$ cat src/rtl/scoreboard_issue_ctl.sv
module scoreboard_issue_ctl #(
  parameter int NUNIT = 4,
  parameter int NREG  = 8,
  parameter int OPW   = 4
) (
  input  logic                     clk,
  input  logic                     rst_n,
  input  logic                     in_valid,
  input  logic [$clog2(NUNIT)-1:0] in_unit,
  input  logic [OPW-1:0]           in_op,
  input  logic [$clog2(NREG)-1:0]  in_dst,
  input  logic [$clog2(NREG)-1:0]  in_src1,
  input  logic [$clog2(NREG)-1:0]  in_src2,
  input  logic [NUNIT-1:0]         exec_done,
  output logic                     in_ready,
  output logic [NUNIT-1:0]         read_grant,
  output logic [NUNIT-1:0]         exec_start,
  output logic [NUNIT*OPW-1:0]     start_op,
  output logic [NUNIT-1:0]         wb_grant
);
  localparam int UW = $clog2(NUNIT);
  localparam int RW = $clog2(NREG);
  localparam int TW = $clog2(NUNIT + 1);
  localparam logic [1:0] P_IDLE = 2'd0, P_RD = 2'd1, P_EX = 2'd2, P_WB = 2'd3;

  logic [1:0]    phase [NUNIT];
  logic [OPW-1:0] op_q [NUNIT];
  logic [RW-1:0] dst_q [NUNIT];
  logic [RW-1:0] s1_q  [NUNIT];
  logic [RW-1:0] s2_q  [NUNIT];
  logic [TW-1:0] t1_q  [NUNIT];
  logic [TW-1:0] t2_q  [NUNIT];
  logic          r1_q  [NUNIT];
  logic          r2_q  [NUNIT];
  logic [TW-1:0] rstat [NREG];

  logic [NUNIT-1:0] war, wb_req;
  logic [UW-1:0]    wb_idx;
  logic             wb_any, issue;
  logic [TW-1:0]    wb_tag, cap_t1, cap_t2;

  assign in_ready = (phase[in_unit] == P_IDLE) && (rstat[in_dst] == '0);
  assign issue    = in_valid && in_ready;
  assign wb_grant = wb_req & (~wb_req + NUNIT'(1));
  assign wb_any   = |wb_req;
  assign wb_tag   = TW'(wb_idx) + TW'(1);
  assign cap_t1   = (wb_any && rstat[in_src1] == wb_tag) ? '0 : rstat[in_src1];
  assign cap_t2   = (wb_any && rstat[in_src2] == wb_tag) ? '0 : rstat[in_src2];

  always_comb begin
    for (int u = 0; u < NUNIT; u++) begin
      read_grant[u] = (phase[u] == P_RD) && r1_q[u] && r2_q[u];
      war[u] = 1'b0;
      for (int g = 0; g < NUNIT; g++)
        if (g != u && phase[g] == P_RD &&
            ((r1_q[g] && s1_q[g] == dst_q[u]) || (r2_q[g] && s2_q[g] == dst_q[u])))
          war[u] = 1'b1;
      wb_req[u] = (phase[u] == P_WB) && !war[u];
      start_op[u*OPW +: OPW] = op_q[u];
    end
    wb_idx = '0;
    for (int u = NUNIT - 1; u >= 0; u--)
      if (wb_req[u]) wb_idx = UW'(u);
  end

  always_ff @(posedge clk or negedge rst_n) begin
    if (!rst_n) begin
      exec_start <= '0;
      for (int r = 0; r < NREG; r++) rstat[r] <= '0;
      for (int u = 0; u < NUNIT; u++) begin
        phase[u] <= P_IDLE;
        op_q[u]  <= '0;
        dst_q[u] <= '0;
        s1_q[u]  <= '0;
        s2_q[u]  <= '0;
        t1_q[u]  <= '0;
        t2_q[u]  <= '0;
        r1_q[u]  <= 1'b0;
        r2_q[u]  <= 1'b0;
      end
    end else begin
      exec_start <= read_grant;
      if (wb_any) rstat[dst_q[wb_idx]] <= '0;
      if (issue)  rstat[in_dst] <= TW'(in_unit) + TW'(1);
      for (int u = 0; u < NUNIT; u++) begin
        case (phase[u])
          P_IDLE: if (issue && in_unit == UW'(u)) begin
            phase[u] <= P_RD;
            op_q[u]  <= in_op;
            dst_q[u] <= in_dst;
            s1_q[u]  <= in_src1;
            s2_q[u]  <= in_src2;
            t1_q[u]  <= cap_t1;
            t2_q[u]  <= cap_t2;
            r1_q[u]  <= (cap_t1 == '0);
            r2_q[u]  <= (cap_t2 == '0);
          end
          P_RD: begin
            if (wb_any && t1_q[u] == wb_tag) begin
              t1_q[u] <= '0;
              r1_q[u] <= 1'b1;
            end
            if (wb_any && t2_q[u] == wb_tag) begin
              t2_q[u] <= '0;
              r2_q[u] <= 1'b1;
            end
            if (read_grant[u]) phase[u] <= P_EX;
          end
          P_EX: if (exec_done[u]) phase[u] <= P_WB;
          default: if (wb_grant[u]) phase[u] <= P_IDLE;
        endcase
      end
    end
  end

  assert_wb_onehot_R8: assert property (@(posedge clk) disable iff (!rst_n)
    $onehot0(wb_grant));

  for (genvar u = 0; u < NUNIT; u++) begin : g_chk
    assert_issue_enters_read_R2: assert property (@(posedge clk) disable iff (!rst_n)
      (in_valid && in_ready && in_unit == UW'(u)) |=> phase[u] == P_RD);
    assert_start_in_exec_R5: assert property (@(posedge clk) disable iff (!rst_n)
      exec_start[u] |-> phase[u] == P_EX);
    assert_wb_frees_R9: assert property (@(posedge clk) disable iff (!rst_n)
      wb_grant[u] |=> (phase[u] == P_IDLE && rstat[dst_q[u]] == '0));
    for (genvar g = u + 1; g < NUNIT; g++) begin : g_pair
      assert_single_writer_R3: assert property (@(posedge clk) disable iff (!rst_n)
        (phase[u] != P_IDLE && phase[g] != P_IDLE) |-> dst_q[u] != dst_q[g]);
    end
  end
endmodule

$ cat config.mk
export PLATFORM = sky130hd
export DESIGN_NAME = scoreboard_issue_ctl
export DESIGN_NICKNAME = d
export VERILOG_FILES = /design/src/rtl/scoreboard_issue_ctl.sv
export SDC_FILE = /design/constraint.sdc
export NUM_CORES = 1
export LEC_CHECK = 0
export BUFFER_PORTS_ARGS = -buffer_cell sky130_fd_sc_hd__buf_2
export CAP_MARGIN = 20
export CORE_MARGIN = 3
export CORE_UTILIZATION = 50
export CTS_BUF_LIST = sky130_fd_sc_hd__clkbuf_16
export CTS_CLUSTER_DIAMETER = 40
export CTS_CLUSTER_SIZE = 20
export DETAILED_ROUTE_END_ITERATION = 10
export HOLD_SLACK_MARGIN = 0.06
export PLACE_DENSITY = 0.65
export RECOVER_POWER = 50
export SKIP_LAST_GASP = 1
export SLEW_MARGIN = 20
export SYNTH_ARGS = -nofsm -noshare
export SYNTH_HDL_FRONTEND = slang
export SYNTH_SLANG_ARGS = --single-unit
$ cat constraint.sdc
create_clock -name clk -period 10.6 [get_ports clk]
set_clock_uncertainty 0.15 [all_clocks]
set_input_delay 0.53 -clock clk [delete_from_list [all_inputs] [get_ports clk]]
set_output_delay 0.53 -clock clk [all_outputs]
set_load 0.01 [all_outputs]
==> results <==
- The flop and latch count out of synthesis is 120.
- For this design, the sink count on the clock tree is 120.
- The final non-filler cell total is 978.
- The clock tree from TritonCTS is yes.
- The checks that failed: max-capacitance violations, max-slew violations.
- The element type at the critical path end is an async pin.
- The kind of start point of the critical path is a primary input.
- The period utilization is 61.1%.
- The fraction of synthesized cell area in xor and xnor cells is 11.3%.
- In this run the mean area of a mapped cell was 10.2 sq um.
- The routed length per placed instance is 22.8 um.
- The total power consumption of the routed design is 2.22 mW.
- The final hold violation count came to 0.
- In this run the static leakage power is 3.58 nW.
- The final worst hold slack is 0.225 ns.
- The relative slew slack is -172%.
- The final net count is 827.
- The floorplan core area is 0.0148 sq mm.
- The top flip-flop cell by instance count after synthesis is sky130_fd_sc_hd__dfrtp_1.
- The via count of the first global-routing pass was 6245.
- In this run, the number of DRC markers left after iteration 0 of detailed routing was 337.
- The final-layout fill cell count is 1285.
- The number of max-cap violations is 2.
- The worst endpoint required time is 10.03 ns.
- The netlist uses 57 different library cells.
- The synthesized-area fraction occupied by ao, oa, aoi and oai cells is 14.6%.
- VDD sags by at most 0.000158 V.
- The starting density of the core is 52.2%.
- For this block, the via count after detailed routing is 6240.
- The most frequent cell after synthesis is sky130_fd_sc_hd__dfrtp_1.
- The floorplan die area is 0.0170 sq mm.
- The fraction of synthesized cell area taken by the top area cell type is 38.8%.
- The critical path data arrival time is 5.91 ns.
- Across every metal layer, demand over resource in global routing totals 27.4%.
- The horizontal extent of the die is 130 um.
- The post-route standard cell area excluding fillers is 0.00856 sq mm.
- The first global-routing pass estimated 35.3 mm of wire.
- The wire length after detailed routing is 22.3 mm.
- The min-delay analysis places its worst path in the category primary input to flop.
- By count the netlist is led by sky130_fd_sc_hd__dfrtp_1, sky130_fd_sc_hd__xnor2_1, sky130_fd_sc_hd__mux2_2, sky130_fd_sc_hd__nand2_1, sky130_fd_sc_hd__inv_1.
- The count of buffers added on input and output ports is 50.
- CTS built an H-tree with a depth of 4.
- The clock-pin slew on the worst setup and hold paths is 0.06 ns.
- The number of clock buffers added by TritonCTS is 17.
- The repair_antennas step left the layout with diodes totalling 0.
- The area share of and/or/nand/nor cells after synthesis is 13.1%.
- The routability-driven placement congestion ratio is 0.971.
- The total of endpoints with negative setup slack in the final report is 0.
- Setup repair after global routing left no endpoint under its margin.
- The achievable frequency is 0.154 GHz.
- The worst slack at placement is 5.77 ns.
- The category of the most critical setup path is primary input to async pin.
- In the routed design, unresolved DRC markers number 0.
- The share of the Yosys chip area taken by registers is 38.8%.
- The cell type contributing the most total cell area after synthesis is sky130_fd_sc_hd__dfrtp_1.
- Summed over all failing endpoints, the final setup total negative slack is 0 ns.
- Relative to the synthesized area, the layout overhead comes to 10.7%.
- The run finished, with violations left.
- Including well taps, the total number of placed cells is 944.
- At the end of the flow the core is filled with cells to 57.8%.
- 51 I/O pins were placed.
- The synthesized netlist cell count is 759.
- The slew at the pin with the worst max-slew slack is 4.07 ns.
- The number of antenna violations at the first check in global routing is 0.
- Summing all placed instances gives a cell area of 0.00799 sq mm.
- For this run, asynchronously set or reset flops after synthesis account for 100%.
- The combinational family with the most area after synthesis is compound AO/OA/AOI/OAI gates.
- In the post-synthesis netlist, the biggest area contributors are sky130_fd_sc_hd__dfrtp_1, sky130_fd_sc_hd__xnor2_1, sky130_fd_sc_hd__mux2_2, sky130_fd_sc_hd__ha_1, sky130_fd_sc_hd__mux4_2.
- The final HPWL from detailed placement is 16.2 mm.
- Entering global routing, the biggest net connects 76 pins.
- The count of cells resized by post-cts repair is 0.
- Summing the areas of all fa, ha and maj instances in the mapped netlist gives 3.88% of the synthesized area.
- The count of TritonRoute iterations in the first routing pass is 6.
- After detailed routing, the number of vias per cell comes to 6.38.
- The portion of netlist area occupied by mux cells is 13.3%.
- The tree is rooted in a sky130_fd_sc_hd__clkbuf_16.
- The smallest clock period supported by the final layout is computed as 6.47 ns.
- The proportion of layout cells with a drive suffix above 1 is 18.4%.
- The vertical extent of the die is 130 um.
- The worst-skew pair later-pin latency is 0.43 ns.
- Counting every net in the synthesized netlist gives 805.
- Once detail routing completed, the nets flagged for antenna violations numbered 0.
- For this run the aggregate overflow at the end of global routing stands at 0.
- The number of rows created at floorplan is 44.
- The number of synthesis warnings is 0.
- The total standard cell area after synthesis is 0.00773 sq mm.
- The maximum count of clock buffers along a single path is 2.
- The final count of pins violating max slew came to 123.
- The ratio of total power to cell area is 259 mW/mm^2.
- Yosys mapped a number of flops with a built-in enable equal to 0.
- Of all nets on the critical path, the largest fanout is 75.
- Setup slack closes at 4.13 ns.
-- where the power goes --
group / internal (mW) / switching (mW) / leakage (nW)
sequential: 0.555 / 0.137 / 1.49
clock: 0.350 / 0.229 / 0.281
combinational: 0.382 / 0.563 / 1.81
-- final cells by class --
| type | count | area, sq um | share of cell area (%) |
|---|---|---|---|
| repair buffers | 54 | 253 | 2.95 |
| clock buffers | 17 | 425 | 4.97 |
| flip-flops and latches | 120 | 3000 | 35.1 |
| multi-input cells | 552 | 4350 | 50.8 |
| well taps | 184 | 230 | 2.69 |
| clock inverters | 15 | 166 | 1.94 |
| inverters | 36 | 135 | 1.58 |
-- state kept, by name (all words and copies together), names as in the netlist --
register    flops
rstat          24
start_op       16
dst_q          12
s1_q           12
s2_q           12
t1_q           12
t2_q           12
phase           8
exec_start      4
r1_q            4
r2_q            4
-- logic make-up after synthesis --
logic type | count (synthesis)
buffers and inverters | 87
muxes | 80
DFF | 120
AOI/OAI and AO/OA | 161
adders and majority gates | 24
xor gates and xnor gates | 100
and+or+nand+nor | 187
-- worst max-delay path: stages --
cell                            delay, ns
sky130_fd_sc_hd__dlygate4sd3_1       0.52
sky130_fd_sc_hd__clkbuf_1            1.82
sky130_fd_sc_hd__clkbuf_1            3.00
-- placed cells by master, fill, tap and decap left out, types with 4 or more instances in the layout --
cell type / instances
sky130_fd_sc_hd__a21boi_1: 6
sky130_fd_sc_hd__a21oi_1: 25
sky130_fd_sc_hd__a22o_1: 4
sky130_fd_sc_hd__a2bb2oi_1: 4
sky130_fd_sc_hd__a31oi_1: 25
sky130_fd_sc_hd__and2_1: 6
sky130_fd_sc_hd__and3_1: 13
sky130_fd_sc_hd__buf_2: 29
sky130_fd_sc_hd__clkbuf_1: 22
sky130_fd_sc_hd__clkbuf_16: 17
sky130_fd_sc_hd__clkinv_4: 4
sky130_fd_sc_hd__dfrtp_1: 120
sky130_fd_sc_hd__ha_1: 24
sky130_fd_sc_hd__inv_1: 32
sky130_fd_sc_hd__inv_2: 4
sky130_fd_sc_hd__inv_6: 5
sky130_fd_sc_hd__mux2_2: 52
sky130_fd_sc_hd__mux2i_1: 13
sky130_fd_sc_hd__mux4_2: 13
sky130_fd_sc_hd__nand2_1: 52
sky130_fd_sc_hd__nand2b_1: 4
sky130_fd_sc_hd__nand3_1: 26
sky130_fd_sc_hd__nand4_1: 25
sky130_fd_sc_hd__nor2_1: 19
sky130_fd_sc_hd__nor2b_1: 6
sky130_fd_sc_hd__nor3_1: 16
sky130_fd_sc_hd__nor4_1: 7
sky130_fd_sc_hd__o21ai_0: 17
sky130_fd_sc_hd__o21ai_1: 10
sky130_fd_sc_hd__o22a_1: 4
sky130_fd_sc_hd__o22ai_1: 9
sky130_fd_sc_hd__o2bb2ai_1: 5
sky130_fd_sc_hd__o31ai_1: 28
sky130_fd_sc_hd__or4b_1: 4
sky130_fd_sc_hd__xnor2_1: 96
sky130_fd_sc_hd__xor2_1: 4
-- layer usage --
layer	GRT usage, %	part of all wire [%]
met1	36.3	43
met2	45.9	49
met3	5.28	5.8
met4	8.65	1.8
met5	0	0
-- worst paths after layout --
kind                             start            to  slack, ns  cells past startpoint
max                              rst_n     rstat[13]       4.13                      3
min                           in_op[1]  start_op[13]       0.23                      2
min reg2reg                start_op[3]   start_op[3]       0.35                      1
min in group asynchronous        rst_n       s2_q[3]       1.30                      2
max reg2reg                   phase[7]       r2_q[1]       5.58                     14
max in group clk              phase[7]       r2_q[1]       5.58                     14
-- repair_timing --
| action | CTS | global route |
|---|---|---|
| endpoints found under the hold margin | 45 | 0 |
| setup endpoints to repair | 0 | 0 |
| hold buffers | 1 | 0 |
| setup buffers | 0 | 0 |
Note: power is estimated with default switching activity, not from simulation.
